<file path="config.mk">
export PLATFORM = sky130hd
export DESIGN_NAME = spi_chain_regslave
export DESIGN_NICKNAME = d
export VERILOG_FILES = /design/src/rtl/spi_chain_pkg.sv /design/src/rtl/spi_chain_sync.sv /design/src/rtl/spi_chain_shifter.sv /design/src/rtl/spi_chain_regbank.sv /design/src/rtl/spi_chain_regslave.sv
export SDC_FILE = /design/constraint.sdc
export NUM_CORES = 1
export LEC_CHECK = 0
export ABC_AREA = 0
export BUFFER_PORTS_ARGS = -buffer_cell sky130_fd_sc_hd__buf_2
export CORE_MARGIN = 5
export CORE_UTILIZATION = 57
export CTS_CLUSTER_SIZE = 25
export DETAILED_ROUTE_END_ITERATION = 6
export GPL_ROUTABILITY_DRIVEN = 0
export GPL_TIMING_DRIVEN = 0
export PLACE_DENSITY_LB_ADDON = 0.2
export REMOVE_ABC_BUFFERS = 1
export SYNTH_ARGS = -nofsm -noshare
export SYNTH_HDL_FRONTEND = slang
export SYNTH_SLANG_ARGS = --single-unit
</file>
<file path="constraint.sdc">
create_clock -name clk -period 2.5 [get_ports clk]
set_input_delay 0.125 -clock clk [delete_from_list [all_inputs] [get_ports clk]]
set_output_delay 0.125 -clock clk [all_outputs]
set_load 0.05 [all_outputs]
</file>
<file path="src/rtl/spi_chain_pkg.sv">
`timescale 1ns/1ps
package spi_chain_pkg;
    localparam int DATA_W  = 8;
    localparam int ADDR_W  = 7;
    localparam int FRAME_W = 1 + ADDR_W + DATA_W;

    typedef struct packed {
        logic              wr;
        logic [ADDR_W-1:0] addr;
        logic [DATA_W-1:0] data;
    } cmd_t;
endpackage

</file>
<file path="src/rtl/spi_chain_sync.sv">
`timescale 1ns/1ps
module spi_chain_sync #(
    parameter int STAGES = 2
) (
    input  logic clk,
    input  logic rst_n,
    input  logic sclk_i,
    input  logic cs_n_i,
    input  logic sdi_i,
    output logic sclk_rise_o,
    output logic sclk_fall_o,
    output logic sclk_lvl_o,
    output logic cs_fall_o,
    output logic cs_rise_o,
    output logic cs_act_o,
    output logic sdi_o
);
    localparam int PW = STAGES + 1;

    typedef struct packed {
        logic [PW-1:0] sclk;
        logic [PW-1:0] cs;
        logic [PW-1:0] sdi;
    } sync_t;

    sync_t sync_d, sync_q;

    always_comb begin
        sync_d      = sync_q;
        sync_d.sclk = {sync_q.sclk[PW-2:0], sclk_i};
        sync_d.cs   = {sync_q.cs[PW-2:0], cs_n_i};
        sync_d.sdi  = {sync_q.sdi[PW-2:0], sdi_i};
    end

    always_ff @(posedge clk or negedge rst_n) begin
        if (!rst_n) begin
            sync_q.sclk <= '0;
            sync_q.cs   <= '1;
            sync_q.sdi  <= '0;
        end else begin
            sync_q <= sync_d;
        end
    end

    // Bit STAGES-1 is the synchronized level, bit STAGES the previous one.
    assign sclk_lvl_o  = sync_q.sclk[STAGES-1];
    assign sclk_rise_o =  sync_q.sclk[STAGES-1] && !sync_q.sclk[STAGES];
    assign sclk_fall_o = !sync_q.sclk[STAGES-1] &&  sync_q.sclk[STAGES];
    assign cs_fall_o   = !sync_q.cs[STAGES-1]   &&  sync_q.cs[STAGES];
    assign cs_rise_o   =  sync_q.cs[STAGES-1]   && !sync_q.cs[STAGES];
    assign cs_act_o    = !sync_q.cs[STAGES];
    assign sdi_o       = sync_q.sdi[STAGES-1];
endmodule

</file>
<file path="src/rtl/spi_chain_shifter.sv">
`timescale 1ns/1ps
module spi_chain_shifter
    import spi_chain_pkg::*;
#(
    parameter int GRAN = 8
) (
    input  logic               clk,
    input  logic               rst_n,
    input  logic               sclk_rise_i,
    input  logic               sclk_fall_i,
    input  logic               sclk_lvl_i,
    input  logic               cs_fall_i,
    input  logic               cs_rise_i,
    input  logic               cs_act_i,
    input  logic               sdi_i,
    input  logic [FRAME_W-1:0] tx_i,
    output logic               sdo_o,
    output logic [FRAME_W-1:0] cmd_o,
    output logic               ok_o,
    output logic               bad_o
);
    localparam int CNT_W = (GRAN > 1) ? $clog2(GRAN) : 1;

    typedef struct packed {
        logic [FRAME_W-1:0] sr;
        logic [CNT_W-1:0]   cnt;
        logic               any;
        logic               proto;
        logic               sdo;
        logic               ok;
        logic               bad;
    } shf_t;

    shf_t shf_d, shf_q;

    always_comb begin
        shf_d     = shf_q;
        shf_d.ok  = 1'b0;
        shf_d.bad = 1'b0;
        if (cs_fall_i) begin
            shf_d.sr    = tx_i;
            shf_d.cnt   = '0;
            shf_d.any   = 1'b0;
            shf_d.proto = sclk_lvl_i;
            shf_d.sdo   = tx_i[FRAME_W-1];
        end else if (cs_rise_i) begin
            if (shf_q.proto || sclk_lvl_i) begin
                shf_d.bad = 1'b1;
            end else if (shf_q.any) begin
                if (shf_q.cnt == '0) shf_d.ok  = 1'b1;
                else                 shf_d.bad = 1'b1;
            end
        end else if (cs_act_i) begin
            if (sclk_fall_i) begin
                shf_d.sr  = {shf_q.sr[FRAME_W-2:0], sdi_i};
                shf_d.cnt = shf_q.cnt + CNT_W'(1);
                shf_d.any = 1'b1;
            end
            if (sclk_rise_i) begin
                shf_d.sdo = shf_q.sr[FRAME_W-1];
            end
        end
    end

    always_ff @(posedge clk or negedge rst_n) begin
        if (!rst_n) shf_q <= '0;
        else        shf_q <= shf_d;
    end

    assign sdo_o = shf_q.sdo;
    assign cmd_o = shf_q.sr;
    assign ok_o  = shf_q.ok;
    assign bad_o = shf_q.bad;


    frame_cnt_chk: assert property (@(posedge clk) disable iff (!rst_n)
        ok_o |-> (shf_q.cnt == '0 && $past(cs_rise_i)));


    first_bit_chk: assert property (@(posedge clk) disable iff (!rst_n)
        cs_fall_i |=> (sdo_o == $past(tx_i[FRAME_W-1])));


    idle_hold_chk: assert property (@(posedge clk) disable iff (!rst_n)
        (!cs_act_i && !cs_fall_i) |=> $stable(shf_q.sr));
endmodule

</file>
<file path="src/rtl/spi_chain_regbank.sv">
`timescale 1ns/1ps
module spi_chain_regbank
    import spi_chain_pkg::*;
#(
    parameter int NUM_REGS = 4
) (
    input  logic                         clk,
    input  logic                         rst_n,
    input  cmd_t                         cmd_i,
    input  logic                         ok_i,
    input  logic                         bad_i,
    input  logic                         load_i,
    output logic [FRAME_W-1:0]           tx_o,
    output logic [NUM_REGS*DATA_W-1:0]   regs_o
);
    typedef struct packed {
        logic [NUM_REGS-1:0][DATA_W-1:0] regs;
        logic [ADDR_W-1:0]               last;
        logic                            err;
    } bank_t;

    bank_t bank_d, bank_q;
    logic [NUM_REGS-1:0] hit;
    logic [DATA_W-1:0]   rd_data;

    for (genvar g = 0; g < NUM_REGS; g++) begin : g_dec
        assign hit[g] = (cmd_i.addr == ADDR_W'(g));
    end

    always_comb begin
        bank_d  = bank_q;
        rd_data = '0;
        for (int i = 0; i < NUM_REGS; i++) begin
            if (bank_q.last == ADDR_W'(i)) rd_data = bank_q.regs[i];
        end
        if (load_i) bank_d.err = 1'b0;
        if (bad_i)  bank_d.err = 1'b1;
        if (ok_i) begin
            bank_d.last = cmd_i.addr;
            if (cmd_i.wr) begin
                for (int i = 0; i < NUM_REGS; i++) begin
                    if (hit[i]) bank_d.regs[i] = cmd_i.data;
                end
            end
        end
    end

    always_ff @(posedge clk or negedge rst_n) begin
        if (!rst_n) bank_q <= '0;
        else        bank_q <= bank_d;
    end

    assign tx_o   = {bank_q.err, bank_q.last, rd_data};
    assign regs_o = bank_q.regs;


    regs_hold_chk: assert property (@(posedge clk) disable iff (!rst_n)
        !ok_i |=> $stable(bank_q.regs));


    err_clear_chk: assert property (@(posedge clk) disable iff (!rst_n)
        (load_i && !bad_i) |=> !bank_q.err);


    err_set_chk: assert property (@(posedge clk) disable iff (!rst_n)
        bad_i |=> bank_q.err);


    undef_read_chk: assert property (@(posedge clk) disable iff (!rst_n)
        (bank_q.last >= ADDR_W'(NUM_REGS)) |-> (tx_o[DATA_W-1:0] == '0));
endmodule

</file>
<file path="src/rtl/spi_chain_regslave.sv">
`timescale 1ns/1ps
module spi_chain_regslave
    import spi_chain_pkg::*;
#(
    parameter int NUM_REGS    = 4,
    parameter int SYNC_STAGES = 2,
    parameter int GRAN        = 8
) (
    input  logic                       clk,
    input  logic                       rst_n,
    input  logic                       sclk,
    input  logic                       cs_n,
    input  logic                       sdi,
    output logic                       sdo,
    output logic                       sdo_oe,
    output logic [NUM_REGS*DATA_W-1:0] regs_o
);
    logic sclk_rise, sclk_fall, sclk_lvl, cs_fall, cs_rise, cs_act, sdi_s;
    logic ok, bad;
    logic [FRAME_W-1:0] tx_word, cmd_word;
    cmd_t cmd;

    spi_chain_sync #(.STAGES(SYNC_STAGES)) i_sync (
        .clk         (clk),
        .rst_n       (rst_n),
        .sclk_i      (sclk),
        .cs_n_i      (cs_n),
        .sdi_i       (sdi),
        .sclk_rise_o (sclk_rise),
        .sclk_fall_o (sclk_fall),
        .sclk_lvl_o  (sclk_lvl),
        .cs_fall_o   (cs_fall),
        .cs_rise_o   (cs_rise),
        .cs_act_o    (cs_act),
        .sdi_o       (sdi_s)
    );

    spi_chain_shifter #(.GRAN(GRAN)) i_shifter (
        .clk         (clk),
        .rst_n       (rst_n),
        .sclk_rise_i (sclk_rise),
        .sclk_fall_i (sclk_fall),
        .sclk_lvl_i  (sclk_lvl),
        .cs_fall_i   (cs_fall),
        .cs_rise_i   (cs_rise),
        .cs_act_i    (cs_act),
        .sdi_i       (sdi_s),
        .tx_i        (tx_word),
        .sdo_o       (sdo),
        .cmd_o       (cmd_word),
        .ok_o        (ok),
        .bad_o       (bad)
    );

    assign cmd = cmd_t'(cmd_word);

    spi_chain_regbank #(.NUM_REGS(NUM_REGS)) i_regbank (
        .clk    (clk),
        .rst_n  (rst_n),
        .cmd_i  (cmd),
        .ok_i   (ok),
        .bad_i  (bad),
        .load_i (cs_fall),
        .tx_o   (tx_word),
        .regs_o (regs_o)
    );

    assign sdo_oe = cs_act;


    oe_idle_chk: assert property (@(posedge clk) disable iff (!rst_n)
        (cs_n && $past(cs_n) && $past(cs_n, 2) && $past(cs_n, 3)) |-> !sdo_oe);
endmodule

</file>
==> results.ini <==
[global_routing]
grt_pass1_vias = 2288
grt_max_degree = 73
grt_util_met3_pct = 3.53
use_met1_pct = 28.6
use_met2_pct = 31.9
grt_pass1_wl_um = 11600
groute.usage.overall_pct = 20.8
overflow = 0
grt_busiest_layer = met2
grt_antenna_before_repair = 0

[placed_design]
pre_cts_slack_ns = -0.256
portBuffers = 38
hpwl_um = 4180
dpl_cell_area_um2 = 3360
placed_cells = 344

[pwr]
switching_share_pct = 22.7
p_int_mw = 1.90
vdd_drop_max_v = 0.000434
p_comb_share_pct = 5.4
power.share.clock_pct = 44.6
seq_power_share_pct = 50.0
power_density_nw_per_um2 = 675
p_sw_mw = 0.557
p_leak_nw = 1.78

[routing]
avgRoutedWirePerCell_um = 18.7
ant_nets = 0
drtIter0Drc = 136
via_per_inst = 6.05
vias = 2201
drc = 0
first_pass_iters = 4
wl_um = 6810

[clock_network]
cts_tree = yes
clock_sinks = 72
cts_buffers = 9
clkLatencyLatePin_ns = 0.35
clk_path_buf_depth = 2
cts-root-buf = clkbuf_8
clkTransAtPathRegs_ns = 0.07
htree_num_levels = 3

[logic_synthesis]
synth_cells = 250
synth_flop_cell = dfrtp_1
ys_ff_latch = 72
synth-async-reset-ratio_pct = 100
synth_edf_count = 0
yosysWarnings = 0
yosys-top-cells-area = dfrtp_1 (55%), mux2_2 (15%), a22oi_1 (4.3%)
synth_top_cell_by_area = dfrtp_1
synth.top_cell.area_share_pct = 55.0
syn_area_um2 = 3140
yosysUniqueCellTypes = 37
syn_avg_cell_area_um2 = 12.6
seq_area_frac_synth_pct = 57.5

[timing]
setup_tns_ns = 0
hold_viol_final = 0
slew_viol_final = 0
clock.fmax_mhz = 452
fin_skew_ns = 0.00791
min_period_ns = 2.21
fin_crit_sh_pct = 88.4
tightest_slew_ns = 0.894
timing.hold.ws_ns = 0.351
slew-limit-headroom_pct = 40.4
worst_slack_ns = 0.290
grt_setup_unrepaired = false
setup_viol = 0

[final_layout]
instances_no_fill = 364
fin_area_um2 = 3640
antenna_cells = 0
area_growth_pct = 15.9
drive_above_1_share_pct = 35.3
layout.nets = 294
final_cell_mix = dfrtp_1 (69), mux2_2 (42), buf_2 (37)
mostFrequentLayoutCell = dfrtp_1

[setup_path]
cpPeakStageDelay_ns = 0.76
crit_slowest_cell = nor2b_2
cp-end-kind = register
cp_data_required_time_ns = 2.74
crit_chain = nor2b_2 -> o21ai_0 -> and3_1
critical_path_class = reg2reg
arrival_ns = 2.45
rrSetupSlack_ns = 0.29
start_kind = register
crit_fanout = 21

[status]
outcome = completed

[floorplanning]
start_util_pct = 57.8
die_w_um = 84.2
rows = 27
io_pins = 39
die_area_um2 = 7100
core_area_um2 = 5440
die_h_um = 84.2

[worst_hold_path]
min_path_type = reg2reg

[run]
cap_violations = 0

==> sequential cells by signal, indices dropped and copies added (netlist names) <==
signal,flops
i_shifter.shf_q,5
i_shifter.cmd_o,16
i_shifter.sdo_o,1
i_regbank.regs_o,32
i_shifter.bad_o,1
i_sync.sdi_o,1
i_sync.sclk_lvl_o,1
i_shifter.ok_o,1
i_sync.sync_q,2
i_regbank.tx_o,8
i_sync.sync_d,4
==> worst paths after layout <==
kind | from | end | cells after the start
max | i_sync.sync_q[5] | i_shifter.cmd_o[3] | 3
max reg2reg | i_sync.sync_q[5] | i_shifter.cmd_o[3] | 3
min reg2reg | i_sync.sync_d[1] | i_sync.sdi_o | 0
max in group asynchronous | rst_n | i_regbank.regs_o[8] | 2
min | i_sync.sync_d[1] | i_sync.sdi_o | 0
min in group asynchronous | rst_n | i_regbank.regs_o[13] | 2
==> cell usage after synthesis (2+ instances only) <==
master / count
buf_2: 5
a22o_1: 4
a21o_1: 2
nor2_1: 6
inv_1: 4
nand2b_1: 3
nor4_1: 2
mux2_2: 42
a21oi_1: 2
clkbuf_1: 10
o311a_1: 3
o21ai_0: 20
nor2b_1: 5
dfstp_2: 3
nor3b_1: 2
a211oi_1: 4
a22oi_1: 18
o31ai_1: 4
o22ai_1: 8
ha_1: 2
nand3b_1: 2
nand2_1: 11
mux2i_1: 6
dfrtp_1: 69
==> stage by stage <==
stage,util [%],power [mW]
6_report,66.9,2.46
5_1_grt,66.9,2.55
4_1_cts,66.9,2.47
3_5_place_dp,61.8,1.38
3_3_place_gp,61.5,1.37
2_1_floorplan,-,1.32
==> layer usage <==
metal  vias to the layer above  routed length (um)
li1                       1002                   -
met1                      1115                3210
met2                        66                3200
met3                        18                 233
met4                         0                 164
met5                         -                   0
==> layout make-up <==
type                       instances  area (um2)
clock buffer                      10         128
clock inverter                     6         108
fill                             416        1800
inverter                           5        18.8
multi-input combinational        156        1250
sequential                        72        1810
tap                               72        90.1
timing repair buffer              43         244
==> timing repair <==
action	in CTS	in global routing
setup endpoints to repair	4	0
setup buffers	0	0
hold buffers	4	0
resized for setup	1	0
endpoints found under the hold margin	72	0
==> critical path: cells and delay by family (launching register included) <==
| kind | cells | cell delay [ns] |
|---|---|---|
| simple gates | 2 | 1.05 |
| flops | 1 | 0.63 |
| compound gates | 1 | 0.43 |
==> power by group through the flow <==
stage               sequential [mW]  combinational (mW)  clock [mW]
finish                         1.23               0.134        1.10
global route                   1.23               0.152        1.16
CTS                            1.23               0.136        1.11
detailed placement             1.25               0.131           0
global placement               1.25               0.126           0
floorplan                      1.26              0.0610           0
==> logic make-up (layout without fill, tap and decap cells) <==
group | after synthesis | in the layout | synth area share (%)
muxes | 48 | 48 | 17.0
DFF | 72 | 72 | 57.5
and+or+nand+nor | 39 | 39 | 7.25
xor gates and xnor gates | 1 | 1 | 0.279
AOI/OAI and AO/OA | 66 | 66 | 14.2
buffers and inverters | 22 | 64 | 3.07
adders and majority gates | 2 | 2 | 0.796
Power figures use the tool's default switching activity.
